File: config.mk
export PLATFORM = sky130hd
export DESIGN_NAME = irq_level_ctrl
export DESIGN_NICKNAME = d
export VERILOG_FILES = /design/src/rtl/irq_lvl_pkg.sv /design/src/rtl/irq_lvl_bank.sv /design/src/rtl/irq_lvl_arb.sv /design/src/rtl/irq_lvl_gate.sv /design/src/rtl/irq_level_ctrl.sv
export SDC_FILE = /design/constraint.sdc
export NUM_CORES = 1
export LEC_CHECK = 0
export BUFFER_PORTS_ARGS = -buffer_cell sky130_fd_sc_hd__clkbuf_2
export CORE_ASPECT_RATIO = 1.4
export CORE_UTILIZATION = 30
export CTS_BUF_LIST = sky130_fd_sc_hd__clkbuf_4
export DETAILED_ROUTE_END_ITERATION = 8
export PLACE_DENSITY = 0.55
export RECOVER_POWER = 25
export SLEW_MARGIN = 20
export SYNTH_ARGS = -nofsm -noshare
export SYNTH_HDL_FRONTEND = slang
export SYNTH_HIERARCHICAL = 1
export SYNTH_SLANG_ARGS = --single-unit
File: constraint.sdc
create_clock -name clk -period 19.42 [get_ports clk]
set_input_delay 3.884 -clock clk [delete_from_list [all_inputs] [get_ports clk]]
set_output_delay 3.884 -clock clk [all_outputs]
set_load 0.02 [all_outputs]
File: src/rtl/irq_lvl_pkg.sv
package irq_lvl_pkg;

    localparam int PRIO_W = 3;
    localparam int CLVL_W = 4;
    localparam int FLD_W  = 2;

    typedef logic [PRIO_W-1:0] prio_t;
    typedef logic [CLVL_W-1:0] clvl_t;

    typedef enum logic [FLD_W-1:0] {
        FLD_FLAGS  = 2'd0,
        FLD_ENABLE = 2'd1,
        FLD_PRIO   = 2'd2,
        FLD_SPARE  = 2'd3
    } fld_e;

    typedef struct packed {
        logic  ie;
        clvl_t lvl;
    } gate_t;

    // Strictly greater: an equal candidate seen later in the scan loses.
    function automatic logic outranks(prio_t cand, prio_t best);
        return cand > best;
    endfunction

    function automatic logic admits(gate_t g, prio_t req_lvl);
        return g.ie && (g.lvl < {1'b0, req_lvl});
    endfunction

endpackage

File: src/rtl/irq_lvl_bank.sv
module irq_lvl_bank
    import irq_lvl_pkg::*;
#(
    parameter int N_SYS  = 4,
    parameter int N_FACT = 4,
    parameter int SYS_W  = 2,
    parameter int DATA_W = 4,
    localparam int NF_TOT = N_SYS * N_FACT,
    localparam int ADDR_W = SYS_W + FLD_W
) (
    input  logic                      clk,
    input  logic                      rst,
    input  logic [NF_TOT-1:0]         set_in,
    input  logic                      wr_en,
    input  logic [ADDR_W-1:0]         wr_addr,
    input  logic [DATA_W-1:0]         wr_data,
    input  logic [ADDR_W-1:0]         rd_addr,
    output logic [DATA_W-1:0]         rd_data,
    output logic [NF_TOT-1:0]         flags_o,
    output logic [NF_TOT-1:0]         en_o,
    output logic [N_SYS*PRIO_W-1:0]   prio_o
);

    logic [N_FACT-1:0] flag_q [N_SYS];
    logic [N_FACT-1:0] en_q   [N_SYS];
    prio_t             prio_q [N_SYS];

    fld_e              wr_fld;
    fld_e              rd_fld;
    logic [SYS_W-1:0]  wr_sys;
    logic [SYS_W-1:0]  rd_sys;
    logic [N_SYS-1:0]  wr_hit;

    assign wr_fld = fld_e'(wr_addr[FLD_W-1:0]);
    assign rd_fld = fld_e'(rd_addr[FLD_W-1:0]);
    assign wr_sys = wr_addr[ADDR_W-1:FLD_W];
    assign rd_sys = rd_addr[ADDR_W-1:FLD_W];

    always_comb begin
        for (int s = 0; s < N_SYS; s++) begin
            wr_hit[s] = wr_en && (wr_sys == SYS_W'(s));
        end
    end

    always_ff @(posedge clk) begin
        if (rst) begin
            for (int s = 0; s < N_SYS; s++) begin
                flag_q[s] <= '0;
                en_q[s]   <= '0;
                prio_q[s] <= '0;
            end
        end else begin
            for (int s = 0; s < N_SYS; s++) begin
                // a new pulse survives a clearing write in the same cycle
                flag_q[s] <= (flag_q[s]
                              & ~({N_FACT{wr_hit[s] && (wr_fld == FLD_FLAGS)}}
                                  & wr_data[N_FACT-1:0]))
                             | set_in[s*N_FACT +: N_FACT];
                if (wr_hit[s] && (wr_fld == FLD_ENABLE)) begin
                    en_q[s] <= wr_data[N_FACT-1:0];
                end
                if (wr_hit[s] && (wr_fld == FLD_PRIO)) begin
                    prio_q[s] <= wr_data[PRIO_W-1:0];
                end
            end
        end
    end

    always_comb begin
        rd_data = '0;
        for (int s = 0; s < N_SYS; s++) begin
            if (rd_sys == SYS_W'(s)) begin
                case (rd_fld)
                    FLD_FLAGS:  rd_data = DATA_W'(flag_q[s]);
                    FLD_ENABLE: rd_data = DATA_W'(en_q[s]);
                    FLD_PRIO:   rd_data = DATA_W'(prio_q[s]);
                    default:    rd_data = '0;
                endcase
            end
        end
    end

    always_comb begin
        for (int s = 0; s < N_SYS; s++) begin
            flags_o[s*N_FACT +: N_FACT] = flag_q[s];
            en_o[s*N_FACT +: N_FACT]    = en_q[s];
            prio_o[s*PRIO_W +: PRIO_W]  = prio_q[s];
        end
    end

endmodule

File: src/rtl/irq_lvl_arb.sv
module irq_lvl_arb
    import irq_lvl_pkg::*;
#(
    parameter int N_SYS    = 4,
    parameter int N_FACT   = 4,
    parameter int VEC_W    = 8,
    parameter int VEC_BASE = 16,
    localparam int NF_TOT  = N_SYS * N_FACT,
    localparam int IDX_W   = (NF_TOT > 1) ? $clog2(NF_TOT) : 1
) (
    input  logic                    clk,
    input  logic                    rst,
    input  logic [NF_TOT-1:0]       flags,
    input  logic [NF_TOT-1:0]       en,
    input  logic [N_SYS*PRIO_W-1:0] prio,
    output logic                    req_o,
    output logic [VEC_W-1:0]        vec_o,
    output prio_t                   lvl_o
);

    prio_t             fact_lvl [NF_TOT];
    prio_t             best_lvl;
    logic [IDX_W-1:0]  best_idx;

    // each cause inherits the level of the system it belongs to
    for (genvar gi = 0; gi < NF_TOT; gi++) begin : g_lvl
        assign fact_lvl[gi] = prio[(gi / N_FACT) * PRIO_W +: PRIO_W];
    end

    // ascending scan with strict compare: lower index wins ties,
    // level 0 never beats the initial zero
    always_comb begin
        best_lvl = '0;
        best_idx = '0;
        for (int i = 0; i < NF_TOT; i++) begin
            if (flags[i] && en[i] && outranks(fact_lvl[i], best_lvl)) begin
                best_lvl = fact_lvl[i];
                best_idx = IDX_W'(i);
            end
        end
    end

    always_ff @(posedge clk) begin
        if (rst) begin
            req_o <= 1'b0;
            vec_o <= '0;
            lvl_o <= '0;
        end else begin
            req_o <= (best_lvl != '0);
            lvl_o <= best_lvl;
            vec_o <= (best_lvl != '0) ? (VEC_W'(VEC_BASE) + VEC_W'(best_idx)) : '0;
        end
    end

endmodule

File: src/rtl/irq_lvl_gate.sv
module irq_lvl_gate
    import irq_lvl_pkg::*;
(
    input  logic  clk,
    input  logic  rst,
    input  logic  req,
    input  prio_t lvl,
    input  logic  wr,
    input  logic  wr_ie,
    input  clvl_t wr_lvl,
    output logic  take_o,
    output logic  ie_o,
    output clvl_t lvl_o
);

    gate_t st_q;

    assign take_o = req && admits(st_q, lvl);
    assign ie_o   = st_q.ie;
    assign lvl_o  = st_q.lvl;

    always_ff @(posedge clk) begin
        if (rst) begin
            st_q <= '0;
        end else begin
            if (wr) begin
                st_q.ie <= wr_ie;
            end
            // acceptance outranks a software write of the level
            if (take_o) begin
                st_q.lvl <= {1'b0, lvl};
            end else if (wr) begin
                st_q.lvl <= wr_lvl;
            end
        end
    end

endmodule

File: src/rtl/irq_level_ctrl.sv
module irq_level_ctrl
    import irq_lvl_pkg::*;
#(
    parameter int N_SYS    = 4,
    parameter int N_FACT   = 4,
    parameter int VEC_W    = 8,
    parameter int VEC_BASE = 16,
    localparam int SYS_W   = (N_SYS > 1) ? $clog2(N_SYS) : 1,
    localparam int NF_TOT  = N_SYS * N_FACT,
    localparam int ADDR_W  = SYS_W + FLD_W,
    localparam int DATA_W  = (N_FACT > PRIO_W) ? N_FACT : PRIO_W
) (
    input  logic              clk,
    input  logic              rst,
    input  logic [NF_TOT-1:0] fact_set,
    input  logic              reg_wr,
    input  logic [ADDR_W-1:0] reg_wr_addr,
    input  logic [DATA_W-1:0] reg_wr_data,
    input  logic [ADDR_W-1:0] reg_rd_addr,
    output logic [DATA_W-1:0] reg_rd_data,
    input  logic              gate_wr,
    input  logic              gate_ie,
    input  logic [3:0]        gate_il,
    output logic              irq_req,
    output logic [VEC_W-1:0]  irq_vec,
    output logic [2:0]        irq_lvl,
    output logic              irq_take,
    output logic              cur_ie,
    output logic [3:0]        cur_il
);

    logic [NF_TOT-1:0]       flag_flat;
    logic [NF_TOT-1:0]       en_flat;
    logic [N_SYS*PRIO_W-1:0] prio_flat;

    irq_lvl_bank #(
        .N_SYS  (N_SYS),
        .N_FACT (N_FACT),
        .SYS_W  (SYS_W),
        .DATA_W (DATA_W)
    ) u_bank (
        .clk     (clk),
        .rst     (rst),
        .set_in  (fact_set),
        .wr_en   (reg_wr),
        .wr_addr (reg_wr_addr),
        .wr_data (reg_wr_data),
        .rd_addr (reg_rd_addr),
        .rd_data (reg_rd_data),
        .flags_o (flag_flat),
        .en_o    (en_flat),
        .prio_o  (prio_flat)
    );

    irq_lvl_arb #(
        .N_SYS    (N_SYS),
        .N_FACT   (N_FACT),
        .VEC_W    (VEC_W),
        .VEC_BASE (VEC_BASE)
    ) u_arb (
        .clk   (clk),
        .rst   (rst),
        .flags (flag_flat),
        .en    (en_flat),
        .prio  (prio_flat),
        .req_o (irq_req),
        .vec_o (irq_vec),
        .lvl_o (irq_lvl)
    );

    irq_lvl_gate u_gate (
        .clk    (clk),
        .rst    (rst),
        .req    (irq_req),
        .lvl    (irq_lvl),
        .wr     (gate_wr),
        .wr_ie  (gate_ie),
        .wr_lvl (gate_il),
        .take_o (irq_take),
        .ie_o   (cur_ie),
        .lvl_o  (cur_il)
    );

endmodule

==> impl_metrics.yaml, run 1 <==
sta:
  fin_crit_sh_pct: 90.9
  report.final.hold_viol_count: 0
  rsz0062_at_grt: "no"
  finalSetupTns_ps: 0
  slew_viol_final: 36
  slew_headroom_pct: -1.58
  fin_crit_ps: 17660
  skew_ps: 14.3
  max_freq_mhz: 56.6
  worstMarginPinSlew_ps: 1520
  setup_slack_ps: 1760
  finalSetupViolCount: 0
synthesis:
  yosys.area.top_type: "edfxtp_1"
  synthCells: 538
  yosys_warnings: 6
  syn_area_per_cell_um2: 8.95
  synth-seq-area-share_pct: 29.9
  ys_ff_latch: 58
  synth.cell_area_um2: 4820
  synth_ff_type: "dfxtp_1"
  async_flop_share_pct: 0
  yosysTopAreaCellShare_pct: 17.5
  synth.distinct_cells: 90
  synthTopCellsByArea: "edfxtp_1, dfxtp_1, ha_1"
  synth_edf_count: 28
routing:
  drt_iter0_drc: 304
  via_per_inst: 5.58
  antenna_left: 0
  post-route-drc-count: 0
  dr_total_vias: 4338
  firstDrtPassIters: 5
  routedWlPerCell_um: 17.7
  totalWireLength_um: 13700
place:
  pre_cts_slack_ps: 1930
  io_buffers: 55
  gp_congestion: 0.842
  dp_hpwl_um: 11000
clock_tree:
  clk_path_buf_depth: 2
  post_cts_buffers: 0
  clkSlewWorstSetupHoldPaths_ps: 110
  cts_tree: "built"
  cts-root-buf: "clkbuf_4"
  clock_latency_ps: 400
  ctsHoldBuffers: 0
  cts.sink_count: 58
  numCtsBuffers: 9
  ctsResizeCount: 0
  h-tree-depth: 3
floorplanning:
  start_util_pct: 30.9
  dieArea_um2: 16600
  rows: 54
  io_pins: 59
  die_y_um: 152
  die_w_um: 109
  coreArea_um2: 15600
critical_path:
  r2r_slack_ps: 1760
  crit_top_cell: "ha_1"
  cp_slowest_cell: "edfxtp_1"
  crit_buf_inv: 3
  worstSetupEndpointType: "flop"
  path_max_fanout: 6
  cp.depth: 81
  crit_type: "reg -> reg"
  crit_family: "compound AO/OA/AOI/OAI gates"
  required_ps: 19700
  cp-start-kind: "flop"
  r2r_cells: 81
  critPathArrivalTime_ps: 17930
  critical_path.max_stage_delay_ps: 470
power:
  p_switching_mw: 0.181
  p_seq_share_pct: 34.1
  ir_worst_vdd_uv: 34.3
  cell_internal_pwr_mw: 0.277
  powerDensity_nw_per_um2: 85.8
  p_sw_share_pct: 39.6
  power_frac_clock_pct: 21.4
  p_leak_nw: 2.11
  power_frac_comb_pct: 44.5
run:
  cap_violations: 1
final_layout:
  final_layout_size_suffix_gt1_share_pct: 21.4
  fillers: 1611
  nets: 632
  area_delta_synth_final_pct: 10.9
grt:
  grt_max_degree: 36
  grt_first_pass_wirelength_um: 22700
  grt_usage_pct: 17.6
  antenna_found_initial: 1
  first_global_vias: 4373
  grt-ovfl-total: 0
min_path:
  whs_path_depth: 2
  min_path_type: "reg -> reg"
status:
  outcome: "complete, but fails checks"
  violations: "max-capacitance violations, max-slew violations"
-- synthesized netlist by cell type (4+ instances only) --
cell type and instances:
a21boi_0 4, edfxtp_1 28, mux4_2 5, o31ai_1 18, mux2i_1 14, nand2_1 32
nor2b_1 16, o211ai_1 5, ha_1 20, a21oi_1 31, o22ai_1 4, nor2_1 25
o21ai_0 21, mux2_1 6, o2111ai_1 4, o21bai_1 9, a32oi_1 5, nand3_1 11
mux2_2 5, dfxtp_1 30, a211oi_1 10, nor3_1 42, a31oi_1 7, and2_1 6
nand2b_1 6, inv_1 45, clkbuf_1 21
-- layout make-up --
class	instances	area (um^2)	area share, %
multi-input combinational	406	3060	57.3
sequential	58	1440	27.0
timing repair buffer	55	272	5.09
tap	196	245	4.59
inverter	45	169	3.16
clock inverter	7	83.8	1.57
clock buffer	9	67.6	1.27
antenna	1	2.50	0.0469
-- worst register-to-register path, delay by kind of cell (launching register included) --
| family | cells | cell delay, ps |
|---|---|---|
| buf+inv | 3 | 410 |
| fa+ha+maj | 15 | 3930 |
| simple gates | 24 | 3980 |
| flops | 1 | 470 |
| compound gates | 33 | 6710 |
| mux | 6 | 2040 |
-- power groups by stage --
stage / Clock, mW / Combinational, mW / Sequential (mW)
6_report: 0.0979 / 0.204 / 0.156
5_1_grt: 0.107 / 0.224 / 0.159
3_5_place_dp: 0 / 0.202 / 0.160
4_1_cts: 0.102 / 0.203 / 0.157
2_1_floorplan: 0 / 0.145 / 0.165
3_3_place_gp: 0 / 0.198 / 0.159
-- metrics by stage --
stage | total power [mW] | cell area [um^2] | util (%) | instances | hold WS (ps)
final | 0.458 | 5340 | 34.2 | 777 | 501
after floorplan | 0.311 | 4820 | - | 540 | 452
after CTS | 0.462 | 5340 | 34.2 | 776 | 509
after detailed placement | 0.362 | 5190 | 33.2 | 760 | 494
after global placement | 0.357 | 5190 | 33.2 | 760 | 486
after global routing | 0.489 | 5340 | 34.2 | 777 | 539
-- routing by layer --
metal | global-route usage, % | up-vias | share of wire, % | routed length (um)
li1 | - | 2108 | - | -
met4 | 10.5 | 0 | 5.4 | 737
met1 | 19.7 | 2048 | 39 | 5370
met5 | 0 | - | 0 | 0
met3 | 2.32 | 44 | 3.5 | 477
met2 | 30.9 | 138 | 52 | 7160
-- kinds of logic after synthesis --
| logic type | synth area share [%] |
|---|---|
| multiplexers | 8.76 |
| XOR/XNOR | 0.728 |
| AND/OR/NAND/NOR | 20.3 |
| other | 0.0779 |
| AO/OA/AOI/OAI | 27.4 |
| buffers and inverters | 6.73 |
| flip-flops | 29.9 |
| adder cells (fa/ha/maj) | 6.05 |
-- placed cells by master (no fill, tap or decap), types with 7 or more instances in the layout --
cell / n
o31ai_1: 18
clkbuf_4: 9
nand2_1: 32
mux2i_1: 14
a21oi_1: 31
a211oi_1: 10
nor2_1: 25
inv_1: 45
ha_1: 20
nor2b_1: 16
nand3_1: 11
o21ai_0: 21
nor3_1: 42
a31oi_1: 7
edfxtp_1: 28
o21bai_1: 9
dfxtp_1: 30
clkbuf_2: 52
-- flip-flops by register name, summed over array words and instances, names as in the netlist --
| register | count |
|---|---|
| u_gate/lvl_o | 4 |
| u_gate/ie_o | 1 |
| u_arb/lvl_o | 3 |
| u_bank/en_q | 16 |
| u_bank/prio_q | 12 |
| u_bank/flag_q | 16 |
| u_arb/req_o | 1 |
| u_arb/vec_o | 5 |
-- path summary, 6_finish.rpt --
| path | start | to |
|---|---|---|
| setup / recovery | u_bank/prio_q[0][0] | u_arb/vec_o[2] |
| hold / removal | u_bank/flag_q[0][4] | u_bank/flag_q[0][4] |
| hold reg to reg | u_bank/flag_q[0][4] | u_bank/flag_q[0][4] |
| setup reg to reg | u_bank/prio_q[0][0] | u_arb/vec_o[2] |
Power figures use the tool's default switching activity.
==> run 2: changes to the inputs <==
--- a/config.mk
+++ b/config.mk
@@ -5,12 +5,14 @@
 export SDC_FILE = /design/constraint.sdc
 export NUM_CORES = 1
 export LEC_CHECK = 0
+export ABC_AREA = 1
 export BUFFER_PORTS_ARGS = -buffer_cell sky130_fd_sc_hd__clkbuf_2
 export CORE_ASPECT_RATIO = 1.4
-export CORE_UTILIZATION = 30
+export CORE_MARGIN = 2
+export CORE_UTILIZATION = 40
 export CTS_BUF_LIST = sky130_fd_sc_hd__clkbuf_4
 export DETAILED_ROUTE_END_ITERATION = 8
-export PLACE_DENSITY = 0.55
+export PLACE_DENSITY = 0.67
 export RECOVER_POWER = 25
 export SLEW_MARGIN = 20
 export SYNTH_ARGS = -nofsm -noshare
==> run 2 against run 1 <==
  * The flow now finishes without violations
  * Sequential share of layout area increased by 0.89 points
  * Via count increased by 4.6%
  * Register-to-register slack improved by 3600 ps
  * Sequential power about the same
  * Highest routed layer unchanged
==> impl_metrics.yaml, run 2 <==
run:
  cap_violations: 0
routing:
  drt_iter0_drc: 232
  via_per_inst: 5.14
  routedWlPerCell_um: 13.2
  antenna_left: 0
  totalWireLength_um: 11600
  dr_total_vias: 4536
  post-route-drc-count: 0
  firstDrtPassIters: 5
critical_path:
  path_max_fanout: 11
  crit_top_cell: "ha_1"
  crit_type: "reg -> reg"
  critPathArrivalTime_ps: 14380
  r2r_cells: 90
  r2r-start: "u_bank/prio_q[0][2]"
  required_ps: 19720
  worstSetupEndpointType: "flop"
  crit_start: "u_bank/prio_q[0][2]"
  cp_slowest_cell: "edfxtp_1"
  critical_path.max_stage_delay_ps: 510
  cp-start-kind: "flop"
synthesis:
  synth_edf_count: 28
  ys_ff_latch: 58
  synthTopCellsByArea: "edfxtp_1, nand2_1, dfxtp_1"
  synth_common_cells: "nand2_1, inv_1, nand3_1, nor2_1, a21oi_1"
  synthCells: 677
  yosys.area.top_type: "edfxtp_1"
  synth.cell_area_um2: 4680
  yosysTopAreaCellShare_pct: 18.0
  async_flop_share_pct: 0
  syn_area_per_cell_um2: 6.91
  synth_ff_type: "dfxtp_1"
  yosys_warnings: 6
  yosysMostFrequentCell: "nand2_1"
  synth-seq-area-share_pct: 30.8
  synth.distinct_cells: 36
floorplanning:
  io_pins: 59
  dieArea_um2: 12600
  die_y_um: 132
  coreArea_um2: 11400
  rows: 46
  start_util_pct: 41.1
  die_w_um: 95.4
power:
  ir_worst_vdd_uv: 67.4
  powerDensity_nw_per_um2: 84.8
  p_leak_nw: 2.65
sta:
  finalSetupTns_ps: 0
  rsz0062_at_grt: "no"
  max_freq_mhz: 71.0
  finalSetupViolCount: 0
  report.final.hold_viol_count: 0
  skew_ps: 13.4
  fin_crit_ps: 14080
  fin_crit_sh_pct: 72.5
  slew_headroom_pct: 16.4
  worstMarginPinSlew_ps: 1250
  slew_viol_final: 0
grt:
  grt_max_degree: 26
  grt-ovfl-total: 0
  grt_first_pass_wirelength_um: 19500
  grt_usage_pct: 19.1
  first_global_vias: 4417
  antenna_found_initial: 1
place:
  dp_hpwl_um: 9440
  gp_congestion: 0.889
  io_buffers: 55
  place_area_um2: 5040
  dp.cells: 866
final_layout:
  fin_cells: 883
  final_layout_size_suffix_gt1_share_pct: 20.1
  layout_common_cells: "nand2_1, inv_1, nand3_1, nor2_1, clkbuf_2"
  post-route-cell-area_um2: 5170
  area_delta_synth_final_pct: 10.5
  nets: 790
  fin_util_pct: 45.4
  final_common_cell: "nand2_1"
  largestRegisters: "u_bank/en_q x16, u_bank/flag_q x16, u_bank/prio_q x12"
clock_tree:
  clk_path_buf_depth: 2
  h-tree-depth: 3
  ctsHoldBuffers: 0
  post_cts_buffers: 0
  cts-root-buf: "clkbuf_4"
  numCtsBuffers: 9
  cts_tree: "built"
  cts.sink_count: 58
  clkSlewWorstSetupHoldPaths_ps: 90
  clock_latency_ps: 410
  ctsResizeCount: 0
min_path:
  hold_path_startpoint: "u_gate/ie_o"
  min_path_type: "reg -> reg"
  whs_path_depth: 2
status:
  outcome: "finished, final reports clean"
[run 2: changes by cell type in the layout (fill, tap and decap cells not counted), moves of 13 or more]
cell / before / now
nor2_1: 25 / 59
nand2_1: 32 / 184
nand2_4: 0 / 21
nand3_1: 11 / 75
nor2b_1: 16 / 0
nand2_2: 0 / 23
inv_1: 45 / 87
nor3_1: 42 / 0
o21ai_1: 1 / 15
mux2i_1: 14 / 1
o31ai_1: 18 / 0
[run 2: layer usage]
layer / part of all wire, % / up-vias / GRT usage, %
met5: 0 / - / 0
met1: 40 / 2079 / 21.6
met2: 52 / 135 / 34.9
met4: 2.8 / 0 / 8.57
met3: 4.6 / 22 / 2.57
li1: - / 2300 / -
[run 2: logic make-up after synthesis]
kind of cell / synth area share, %
fa+ha+maj: 5.35
simple gates: 42.9
compound gates: 10.6
buf+inv: 10.1
flops: 30.8
mux: 0.214
other cells: 0.0802
[run 2: final cells by class]
type,count,area [um^2]
clock buffer,12,90.1
tap,144,180
antenna,1,2.50
inverter,98,370
timing repair buffer,55,268
multi-input combinational,511,2770
sequential,58,1440
clock inverter,4,42.5
fill,1217,6230
[run 2: final timing paths]
kind | endpoint | slack [ps]
setup / recovery | u_arb/vec_o[2] | 5340
hold / removal | u_gate/ie_o | 490
setup reg to reg | u_arb/vec_o[2] | 5340
hold reg to reg | u_gate/ie_o | 490
[run 2: stage by stage]
stage	hold slack, ps	power (mW)	worst slack (ps)
after floorplan	452	0.312	6960
after global placement	478	0.350	6100
after detailed placement	481	0.356	5450
after CTS	495	0.441	5420
after global routing	518	0.474	3940
final	486	0.438	5340
[run 2: report_power, final]
part / leakage (nW) / internal [mW] / switching [mW]
Clock: 0.0764 / 0.0427 / 0.0421
Combinational: 2.06 / 0.0686 / 0.132
Sequential: 0.519 / 0.143 / 0.00975
Total: 2.65 / 0.254 / 0.184
[run 2: worst max-delay path, delay by kind of cell, from the launching register on]
| family | cells | cell delay (ps) |
|---|---|---|
| AOI/OAI and AO/OA | 22 | 4310 |
| adders and majority gates | 14 | 4100 |
| DFF | 1 | 510 |
| and+or+nand+nor | 46 | 4310 |
| buffers and inverters | 8 | 730 |
==> run 3: changes to the inputs <==
--- a/config.mk
+++ b/config.mk
@@ -12,7 +12,7 @@
 export CORE_UTILIZATION = 40
 export CTS_BUF_LIST = sky130_fd_sc_hd__clkbuf_4
 export DETAILED_ROUTE_END_ITERATION = 8
-export PLACE_DENSITY = 0.67
+export PLACE_DENSITY = 0.69
 export RECOVER_POWER = 25
 export SLEW_MARGIN = 20
 export SYNTH_ARGS = -nofsm -noshare
==> constraint.sdc (replaced) <==
create_clock -name clk -period 12.5 [get_ports clk]
set_input_delay 2.5 -clock clk [delete_from_list [all_inputs] [get_ports clk]]
set_output_delay 2.5 -clock clk [all_outputs]
set_load 0.02 [all_outputs]
==> run 3 against run 2 <==
  * Sequential share of layout area is 3.0 points lower
  * Combinational power rose by 93%
  * Register-to-register slack worse by 4600 ps
  * Count of clock-buffer cells in the layout shrank 3
  * Critical path type unchanged
==> impl_metrics.yaml, run 3 (synthesis gave the netlist of run 2 again) <==
status:
  outcome: "finished, final reports clean"
final_layout:
  post-route-cell-area_um2: 5800
  fillers: 1175
  final_common_cell: "nand2_1"
  final_layout_size_suffix_gt1_share_pct: 32.4
  fin_cells: 941
  nets: 848
  layout_common_cells: "nand2_1, inv_1, nand3_1, buf_4, nor2_1"
  largestRegisters: "u_bank/en_q x16, u_bank/flag_q x16, u_bank/prio_q x12"
  area_delta_synth_final_pct: 23.9
clock_tree:
  clock_latency_ps: 400
  ctsHoldBuffers: 0
  cts-root-buf: "clkbuf_4"
  cts_tree: "built"
  h-tree-depth: 3
  numCtsBuffers: 9
  clk_path_buf_depth: 2
  clkSlewWorstSetupHoldPaths_ps: 100
  cts.sink_count: 58
grt:
  grt_first_pass_wirelength_um: 19100
  grt_max_degree: 26
  antenna_found_initial: 1
  grt_usage_pct: 18.9
  grt-ovfl-total: 0
  first_global_vias: 4213
critical_path:
  critPathArrivalTime_ps: 12090
  cp-start-kind: "flop"
  crit_start: "u_bank/en_q[0][0]"
  required_ps: 12790
  r2r-start: "u_bank/en_q[0][0]"
  crit_type: "reg -> reg"
  cp_slowest_cell: "edfxtp_1"
  path_max_fanout: 5
  worstSetupEndpointType: "flop"
  critical_path.max_stage_delay_ps: 410
  crit_top_cell: "nand2_2"
power:
  p_seq_share_pct: 31.4
  cell_internal_pwr_mw: 0.441
  total_power_mw: 0.751
  p_sw_share_pct: 41.2
  p_leak_nw: 2.96
  p_switching_mw: 0.310
  powerDensity_nw_per_um2: 130
  ir_worst_vdd_uv: 68.3
  power_frac_comb_pct: 51.6
  power_frac_clock_pct: 16.9
floorplanning:
  io_pins: 59
  start_util_pct: 41.1
  coreArea_um2: 11400
  rows: 46
  die_w_um: 95.4
  dieArea_um2: 12600
  die_y_um: 132
routing:
  totalWireLength_um: 11800
  antenna_left: 0
  dr_total_vias: 4692
  routedWlPerCell_um: 12.6
  via_per_inst: 4.99
  drt_iter0_drc: 155
  post-route-drc-count: 0
  firstDrtPassIters: 5
min_path:
  min_path_type: "reg -> reg"
  hold_path_startpoint: "u_gate/ie_o"
place:
  pre_cts_slack_ps: -69.9
  place_area_um2: 5390
  io_buffers: 55
  dp.cells: 912
  dp_hpwl_um: 9230
  gp_congestion: 0.886
sta:
  slew_viol_final: 0
  max_freq_mhz: 84.8
  fin_crit_ps: 11800
  finalSetupViolCount: 0
  report.final.hold_viol_count: 0
  worstMarginPinSlew_ps: 844
  setup_slack_ps: 705
  fin_crit_sh_pct: 94.4
  slew_headroom_pct: 43.3
  skew_ps: 15.2
run:
  cap_violations: 0
## run 3: cell count changes in the layout (fill, tap and decap cells not counted), moves of 3 or more
cell / change
buf_4: +57
clkbuf_1: -3
clkbuf_2: +3
clkbuf_4: -3
ha_1: -3
ha_4: +3
inv_1: -5
inv_2: +5
nand2_1: -20
nand2_2: +18
nand3_1: -6
nand3_2: +6
o21ai_1: -10
o21ai_2: +11
## run 3: cell type report
class                           count  area (um^2)  share of cell area [%]
Clock inverter                      7         60.1                    1.04
Clock buffer                        9         67.6                    1.17
Sequential cell                    58         1440                    24.9
Inverter                           98          370                    6.39
Multi-Input combinational cell    511         2960                    51.1
Tap cell                          144          180                    3.11
Antenna cell                        1         2.50                  0.0432
Timing Repair Buffer              113          711                    12.3
## run 3: power by group through the flow
stage	Combinational, mW	Sequential (mW)	Clock (mW)
global route	0.435	0.238	0.140
finish	0.388	0.236	0.127
CTS	0.349	0.236	0.131
floorplan	0.232	0.254	0
global placement	0.344	0.241	0
detailed placement	0.348	0.241	0
## run 3: path summary, 6_finish.rpt
path	end	slack [ps]	cells past startpoint
setup reg to reg	u_arb/vec_o[3]	700	97
setup / recovery	u_arb/vec_o[3]	700	97
hold / removal	u_gate/ie_o	490	2
hold reg to reg	u_gate/ie_o	490	2
## run 3: routing by layer
layer,up-vias,share of wire [%],GRT usage (%)
met2,122,53,33.5
li1,2421,-,-
met3,20,4.5,3.03
met5,-,0,0
met1,2129,40,22.3
met4,0,2.5,7.38
## run 3: timing repair
item	in CTS	in global routing
gates resized for setup	2	64
setup buffers	0	12
pin swaps	0	63
endpoints found under the setup margin	7	9
## run 3: worst max-delay path: cells and delay by family (launching register included)
family | cells | cell delay (ps)
AOI/OAI and AO/OA | 22 | 2410
adders and majority gates | 14 | 4110
buffers and inverters | 8 | 510
DFF | 1 | 410
and+or+nand+nor | 53 | 4210
## run 3: per-stage QoR
step | util, % | hold slack (ps) | setup TNS (ps)
4_1_cts | 48.4 | 499 | 0
5_1_grt | 50.9 | 513 | -1090
3_3_place_gp | 47.3 | 479 | 0
3_5_place_dp | 47.3 | 487 | -271
2_1_floorplan | - | 452 | 0
6_report | 50.9 | 492 | 0
